File: src/rtl/dcw_pkg.sv
`timescale 1ns/1ps
package dcw_pkg;

  typedef enum logic [2:0] {
    ST_IDLE,
    ST_ARM,
    ST_LEAD,
    ST_LOW,
    ST_HIGH,
    ST_TAIL
  } dcw_state_e;

  // minimum time in ps -> whole clock cycles, rounded up, never below one
  function automatic int unsigned ps_to_cyc(input int unsigned t_ps,
                                            input int unsigned clk_ps);
    int unsigned c;
    c = (t_ps + clk_ps - 1) / clk_ps;
    return (c == 0) ? 1 : c;
  endfunction

  function automatic int unsigned umax(input int unsigned a, input int unsigned b);
    return (a > b) ? a : b;
  endfunction

  // cycles still needed after the high phase so the rise-to-load gap holds
  function automatic int unsigned tail_cyc(input int unsigned rise_to_load,
                                           input int unsigned hi_cyc);
    return (rise_to_load > hi_cyc) ? (rise_to_load - hi_cyc) : 1;
  endfunction

endpackage

File: src/rtl/dcw_phase_timer.sv
`timescale 1ns/1ps
module dcw_phase_timer #(
  parameter int W = 4
) (
  input  logic         clk,
  input  logic         rst_n,
  input  logic         load_i,
  input  logic [W-1:0] value_i,
  output logic         expired_o
);

  logic [W-1:0] cnt_q;

  always_ff @(posedge clk or negedge rst_n) begin
    if (!rst_n)              cnt_q <= '0;
    else if (load_i)         cnt_q <= value_i;
    else if (cnt_q != '0)    cnt_q <= cnt_q - 1'b1;
  end

  assign expired_o = (cnt_q == '0);

  // a new phase never cuts the running one short
  AST_LOAD_ONLY_EXPIRED: assert property (@(posedge clk) disable iff (!rst_n)
    load_i |-> expired_o);

endmodule

File: src/rtl/dcw_frame_shifter.sv
`timescale 1ns/1ps
module dcw_frame_shifter #(
  parameter int FW = 48
) (
  input  logic          clk,
  input  logic          rst_n,
  input  logic          capture_i,
  input  logic [FW-1:0] frame_i,
  input  logic          rise_i,
  input  logic          advance_i,
  output logic          sdata_o,
  output logic          last_o
);

  localparam int BW = $clog2(FW + 1);

  logic [FW-1:0] sreg_q;
  logic [BW-1:0] left_q;

  always_ff @(posedge clk or negedge rst_n) begin
    if (!rst_n) begin
      sreg_q <= '0;
      left_q <= '0;
    end else begin
      if (capture_i) begin
        sreg_q <= frame_i;
        left_q <= BW'(FW);
      end else begin
        if (advance_i) sreg_q <= {sreg_q[FW-2:0], 1'b0};
        if (rise_i)    left_q <= left_q - 1'b1;
      end
    end
  end

  assign sdata_o = sreg_q[FW-1];
  assign last_o  = (left_q == '0);

  AST_NO_EXTRA_RISE: assert property (@(posedge clk) disable iff (!rst_n)
    rise_i |-> !last_o);

  AST_CAPTURE_BETWEEN_FRAMES: assert property (@(posedge clk) disable iff (!rst_n)
    capture_i |-> last_o);

endmodule

File: src/rtl/dcw_gap_meter.sv
`timescale 1ns/1ps
module dcw_gap_meter #(
  parameter int LIMIT = 10
) (
  input  logic clk,
  input  logic rst_n,
  input  logic sel_i,
  output logic ready_o
);

  localparam int GW = $clog2(LIMIT + 1);

  logic [GW-1:0] cnt_q;

  always_ff @(posedge clk or negedge rst_n) begin
    if (!rst_n)                  cnt_q <= '0;
    else if (!sel_i)             cnt_q <= '0;
    else if (cnt_q < GW'(LIMIT)) cnt_q <= cnt_q + 1'b1;
  end

  // leaving ARM at this count makes the high time exactly LIMIT cycles
  assign ready_o = (cnt_q >= GW'(LIMIT - 1));

endmodule

File: src/rtl/dcw_chain_writer.sv
`timescale 1ns/1ps
module dcw_chain_writer
  import dcw_pkg::*;
#(
  parameter int NUM_DEV     = 3,
  parameter int CODE_W      = 16,
  parameter int CLK_PS      = 5000,
  parameter int SETUP_PS    = 40000,
  parameter int CK_HI_PS    = 40000,
  parameter int CK_LO_PS    = 40000,
  parameter int CK_SEL_PS   = 20000,
  parameter int SEL_CK_PS   = 20000,
  parameter int CK_LOAD_PS  = 40000,
  parameter int LOAD_HI_PS  = 50000
) (
  input  logic                      clk,
  input  logic                      rst_n,
  input  logic                      start_i,
  input  logic [NUM_DEV*CODE_W-1:0] codes_i,
  output logic                      sclk_o,
  output logic                      sdata_o,
  output logic                      sel_ld_o,
  output logic                      busy_o,
  output logic                      done_o
);

  localparam int FW      = NUM_DEV * CODE_W;
  localparam int SU_C    = ps_to_cyc(SETUP_PS, CLK_PS);
  localparam int HI_C    = ps_to_cyc(CK_HI_PS, CLK_PS);
  localparam int LOW_C   = umax(ps_to_cyc(CK_LO_PS, CLK_PS), SU_C);
  localparam int LEAD_C  = umax(ps_to_cyc(SEL_CK_PS, CLK_PS), SU_C);
  localparam int TAIL_C  = tail_cyc(ps_to_cyc(CK_LOAD_PS, CLK_PS), HI_C);
  localparam int ARM_C   = umax(ps_to_cyc(LOAD_HI_PS, CLK_PS), ps_to_cyc(CK_SEL_PS, CLK_PS));
  localparam int TMR_MAX = umax(umax(HI_C, LOW_C), umax(LEAD_C, TAIL_C));
  localparam int TW      = $clog2(TMR_MAX + 1);

  dcw_state_e  st_q;
  logic        sclk_q, sel_q, busy_q, done_q;
  logic        tmr_load, tmr_zero;
  logic [TW-1:0] tmr_val;
  logic        gap_ready, last_bit;

  // named events between FSM, timer, shifter and gap meter
  logic capture_ev, launch_ev, rise_ev, fall_ev, advance_ev, finish_ev;

  assign capture_ev = (st_q == ST_IDLE) && start_i;
  assign launch_ev  = (st_q == ST_ARM) && gap_ready;
  assign rise_ev    = ((st_q == ST_LEAD) || (st_q == ST_LOW)) && tmr_zero;
  assign fall_ev    = (st_q == ST_HIGH) && tmr_zero;
  assign advance_ev = fall_ev && !last_bit;
  assign finish_ev  = (st_q == ST_TAIL) && tmr_zero;

  always_comb begin
    tmr_load = 1'b0;
    tmr_val  = '0;
    if (launch_ev) begin
      tmr_load = 1'b1;
      tmr_val  = TW'(LEAD_C - 1);
    end else if (rise_ev) begin
      tmr_load = 1'b1;
      tmr_val  = TW'(HI_C - 1);
    end else if (fall_ev) begin
      tmr_load = 1'b1;
      tmr_val  = last_bit ? TW'(TAIL_C - 1) : TW'(LOW_C - 1);
    end
  end

  dcw_phase_timer #(.W(TW)) u_timer (
    .clk       (clk),
    .rst_n     (rst_n),
    .load_i    (tmr_load),
    .value_i   (tmr_val),
    .expired_o (tmr_zero)
  );

  dcw_frame_shifter #(.FW(FW)) u_shift (
    .clk       (clk),
    .rst_n     (rst_n),
    .capture_i (capture_ev),
    .frame_i   (codes_i),
    .rise_i    (rise_ev),
    .advance_i (advance_ev),
    .sdata_o   (sdata_o),
    .last_o    (last_bit)
  );

  dcw_gap_meter #(.LIMIT(ARM_C)) u_gap (
    .clk     (clk),
    .rst_n   (rst_n),
    .sel_i   (sel_q),
    .ready_o (gap_ready)
  );

  always_ff @(posedge clk or negedge rst_n) begin
    if (!rst_n) begin
      st_q   <= ST_IDLE;
      sclk_q <= 1'b0;
      sel_q  <= 1'b1;
      busy_q <= 1'b0;
      done_q <= 1'b0;
    end else begin
      done_q <= 1'b0;
      case (st_q)
        ST_IDLE: if (capture_ev) begin
          st_q   <= ST_ARM;
          busy_q <= 1'b1;
        end
        ST_ARM: if (launch_ev) begin
          st_q  <= ST_LEAD;
          sel_q <= 1'b0;
        end
        ST_LEAD, ST_LOW: if (rise_ev) begin
          st_q   <= ST_HIGH;
          sclk_q <= 1'b1;
        end
        ST_HIGH: if (fall_ev) begin
          sclk_q <= 1'b0;
          st_q   <= last_bit ? ST_TAIL : ST_LOW;
        end
        ST_TAIL: if (finish_ev) begin
          st_q   <= ST_IDLE;
          sel_q  <= 1'b1;
          busy_q <= 1'b0;
          done_q <= 1'b1;
        end
        default: st_q <= ST_IDLE;
      endcase
    end
  end

  assign sclk_o   = sclk_q;
  assign sel_ld_o = sel_q;
  assign busy_o   = busy_q;
  assign done_o   = done_q;

  AST_CLK_LOW_WHILE_LOADED: assert property (@(posedge clk) disable iff (!rst_n)
    sel_q |-> !sclk_q);

  AST_DATA_HELD_WHILE_HIGH: assert property (@(posedge clk) disable iff (!rst_n)
    sclk_q |-> $stable(sdata_o));

  AST_DONE_SINGLE: assert property (@(posedge clk) disable iff (!rst_n)
    done_q |=> !done_q);

  AST_BUSY_COVERS_FRAME: assert property (@(posedge clk) disable iff (!rst_n)
    !sel_q |-> busy_q);

  AST_DONE_ON_LOAD_EDGE: assert property (@(posedge clk) disable iff (!rst_n)
    done_q |-> ($rose(sel_q) && !busy_q));

endmodule

File: config.mk
export PLATFORM = sky130hd
export DESIGN_NAME = dcw_chain_writer
export DESIGN_NICKNAME = d
export VERILOG_FILES = /design/src/rtl/dcw_pkg.sv /design/src/rtl/dcw_phase_timer.sv /design/src/rtl/dcw_frame_shifter.sv /design/src/rtl/dcw_gap_meter.sv /design/src/rtl/dcw_chain_writer.sv
export SDC_FILE = /design/constraint.sdc
export NUM_CORES = 1
export LEC_CHECK = 0
export BUFFER_PORTS_ARGS = -buffer_cell sky130_fd_sc_hd__buf_4
export CAP_MARGIN = 40
export CORE_MARGIN = 1.5
export CORE_UTILIZATION = 50
export CTS_CLUSTER_DIAMETER = 200
export CTS_CLUSTER_SIZE = 24
export DETAILED_ROUTE_END_ITERATION = 8
export PLACE_DENSITY = 0.71
export SLEW_MARGIN = 15
export SYNTH_ARGS = -nofsm -noshare
export SYNTH_HDL_FRONTEND = slang
export SYNTH_SLANG_ARGS = --single-unit
File: constraint.sdc
create_clock -name clk -period 1.8 [get_ports clk]
set_input_delay 0.09 -clock clk [delete_from_list [all_inputs] [get_ports clk]]
set_output_delay 0.09 -clock clk [all_outputs]
set_load 0.02 [all_outputs]
==> flow_metrics.py <==
metrics = {
    "global_route": {
        "grt_overflow": 0,
        "antenna_found_initial": 0,
        "grtUsageTotal_pct": 19.0,
        "grt_most_used_layer": "met2",
        "grt_pass1_vias": 2445,
        "grt_pass1_wl_um": 11400,
        "gr-usage-met3_pct": 4.85,
        "use_met1_pct": 25.5,
        "gr-usage-met2_pct": 29.2,
        "grt_max_degree": 36,
    },
    "floorplanning": {
        "die_x_um": 88.6,
        "core-area_um2": 7180,
        "ios": 56,
        "start_util_pct": 51.1,
        "rows": 31,
        "die_area_um2": 7850,
        "fp.dieH_um": 88.6,
    },
    "clocking": {
        "cts_sinks": 69,
        "root_buffer": "clkbuf_8",
        "clk_latency_ns": 0.34,
        "clockBufferDepth": 2,
        "cts_made_buffers": 9,
        "cts_tree": "done",
        "htreeDepth": 3,
        "clkTransAtPathRegs_ns": 0.08,
    },
    "sta": {
        "skew_ns": 0.0110,
        "slew_violations": 0,
        "min_period_ns": 1.82,
        "worst_pin_slew_ns": 0.456,
        "max_freq_mhz": 549,
        "finalHoldViolations": 0,
        "fin_ws_ns": -0.0222,
        "setup_viol": 16,
        "slew_headroom_pct": 69.6,
        "fin_crit_sh_pct": 101,
        "rsz0062_at_grt": "yes",
    },
    "power": {
        "irDropWorstVdd_mv": 0.954,
        "clockPowerShare_pct": 17.1,
        "switchingPower_mw": 2.73,
        "seq_power_share_pct": 32.4,
        "power.leakage_nw": 2.24,
        "p_sw_share_pct": 32.3,
        "combPwrFrac_pct": 50.5,
        "internal_power_mw": 5.73,
        "cellPowerDensity_nw_per_um2": 1730,
    },
    "worst_setup_path": {
        "cp.required_ns": 2.03,
        "cp-end-kind": "register",
        "start_kind": "register",
        "cp.arrival_ns": 2.05,
        "crit_type": "reg2reg",
        "critPathMaxFanout": 17,
    },
    "placement": {
        "hpwl_um": 4740,
        "gp_congestion": 0.772,
        "pre_cts_ws_ns": -0.0557,
        "port_buffers": 55,
        "postPlaceCellArea_um2": 4450,
    },
    "drt": {
        "via_per_inst": 5.09,
        "drtIter0Drc": 121,
        "avgRoutedWirePerCell_um": 14.9,
        "routed_wl_um": 7140,
        "postRouteAntennaNets": 0,
        "drc": 0,
        "num_vias": 2443,
        "dr.pass1.iters": 4,
    },
    "yosys": {
        "yosysSeqAreaShare_pct": 47.1,
        "yosysWarnings": 0,
        "synth_area_um2": 3670,
        "syn_inst": 286,
        "synth-seq-cells": 69,
        "synth_flop_cell": "dfrtp_1",
        "ys_types": 43,
        "synth_nets": 343,
        "synth_edf_count": 0,
        "syn_area_per_cell_um2": 12.8,
        "async_reset_ff_share_pct": 100,
    },
    "finish": {
        "fin_util_pct": 68.0,
        "syn2layout_area_growth_pct": 33.0,
        "layout-drive-gt1-share_pct": 45.4,
        "nets": 433,
        "final_area_um2": 4880,
        "n_antenna_cell": 0,
    },
    "status": {
        "outcome": "complete, but fails checks",
        "violations": "negative setup slack",
    },
    "job": {
        "max_cap_viol_count": 0,
    },
    "worst_hold_path": {
        "hold_path_class": "in2reg",
    },
}
## critical path, cell delays in order, from the launching register on
cell and delay [ns]:
dfrtp_1 0.39, inv_2 0.08, ha_4 0.17, nand4bb_4 0.13, nor3_4 0.20, a21o_4 0.21, buf_12 0.18, mux2_2 0.35
## placed cells by master (no fill, tap or decap), types with 6 or more instances in the layout
cell type,instances
nor2_1,13
buf_12,9
mux2_1,47
mux2_4,29
clkbuf_8,10
mux2_2,18
nand3_1,6
o21ai_0,7
nand2_1,9
inv_1,7
dfrtp_1,68
buf_4,80
## power groups by stage
stage | Sequential [mW] | Clock, mW | Combinational [mW]
6_report | 2.74 | 1.45 | 4.27
5_1_grt | 2.84 | 1.54 | 4.67
4_1_cts | 2.74 | 1.48 | 3.92
3_5_place_dp | 2.75 | 0 | 3.87
3_3_place_gp | 2.72 | 0 | 3.76
2_1_floorplan | 2.67 | 0 | 2.85
## worst paths after layout
path | from | end | slack [ns] | cells past startpoint
worst max-delay path | u_timer.cnt_q[1] | u_shift.sreg_q[45] | -0.02 | 7
worst min-delay path | codes_i[42] | u_shift.sreg_q[42] | 0.09 | 3
worst max register to register | u_timer.cnt_q[1] | u_shift.sreg_q[45] | -0.02 | 7
worst min register to register | u_shift.sreg_q[36] | u_shift.sreg_q[36] | 0.50 | 1
max in group asynchronous | rst_n | sel_ld_o | 0.97 | 3
min in group asynchronous | rst_n | u_shift.sreg_q[35] | 0.24 | 2
## Yosys cell counts (3+ instances only)
cell	number	area, µm²
dfrtp_1	68	1700
mux2_1	47	529
mux2_2	28	315
mux2_4	19	285
nor2_1	13	48.8
buf_6	9	101
inv_1	9	33.8
nand2_1	9	33.8
nand3_1	7	35.0
o21ai_0	7	35.0
ha_1	6	75.1
a21oi_1	5	25.0
buf_2	4	20.0
nand2b_1	4	25.0
nor3_1	4	20.0
xor2_1	4	35.0
a211oi_1	3	22.5
nand3b_1	3	22.5
nor3b_1	3	22.5
## cells by family (layout without fill, tap and decap cells)
kind of cell	count (synthesis)	in the layout	share of synthesized area [%]
xor gates and xnor gates	6	6	1.43
adders and majority gates	6	6	2.05
DFF	69	69	47.1
buffers and inverters	24	119	4.44
and+or+nand+nor	57	57	8.77
AOI/OAI and AO/OA	30	30	5.36
muxes	94	94	30.8
## what timing repair did
item                                    in CTS  in global routing
endpoints found under the hold margin       35                  0
cloned                                       0                  2
endpoints found under the setup margin      50                 56
pin swaps                                    0                  2
gates resized for setup                      1                 24
hold buffers                                 2                  0
buffers inserted                             0                  4
## per-layer routing
metal | vias to the layer above | part of all wire, %
met5 | - | 0
met3 | 14 | 4.8
met4 | 0 | 2.4
met2 | 44 | 48
met1 | 1183 | 45
li1 | 1202 | -
## layout make-up
class	instances	area, µm²
clock buffers	10	138
clock inverters	6	93.8
fillers	534	2300
inverters	9	33.8
multi-input cells	193	1910
flip-flops and latches	69	1730
well taps	99	124
repair buffers	94	848
## per-stage QoR
stage	TNS (ns)	total power, mW	hold WS (ns)	instances
2_1_floorplan	-0.709	5.52	-0.206	286
3_3_place_gp	-0.142	6.49	0.0752	457
3_5_place_dp	-1.16	6.63	0.0702	457
4_1_cts	-1.77	8.13	0.0802	475
5_1_grt	-4.31	9.05	0.0845	480
6_report	-0.236	8.46	0.0885	480
## sequential cells by signal, indices dropped and copies added (netlist names)
| signal | count |
|---|---|
| sel_ld_o | 1 |
| st_q | 3 |
| u_shift.sreg_q | 48 |
| busy_o | 1 |
| sclk_o | 1 |
| u_shift.left_q | 6 |
| u_timer.cnt_q | 4 |
| u_gap.cnt_q | 4 |
| done_o | 1 |
No activity file was read; power rests on OpenSTA's default activity.
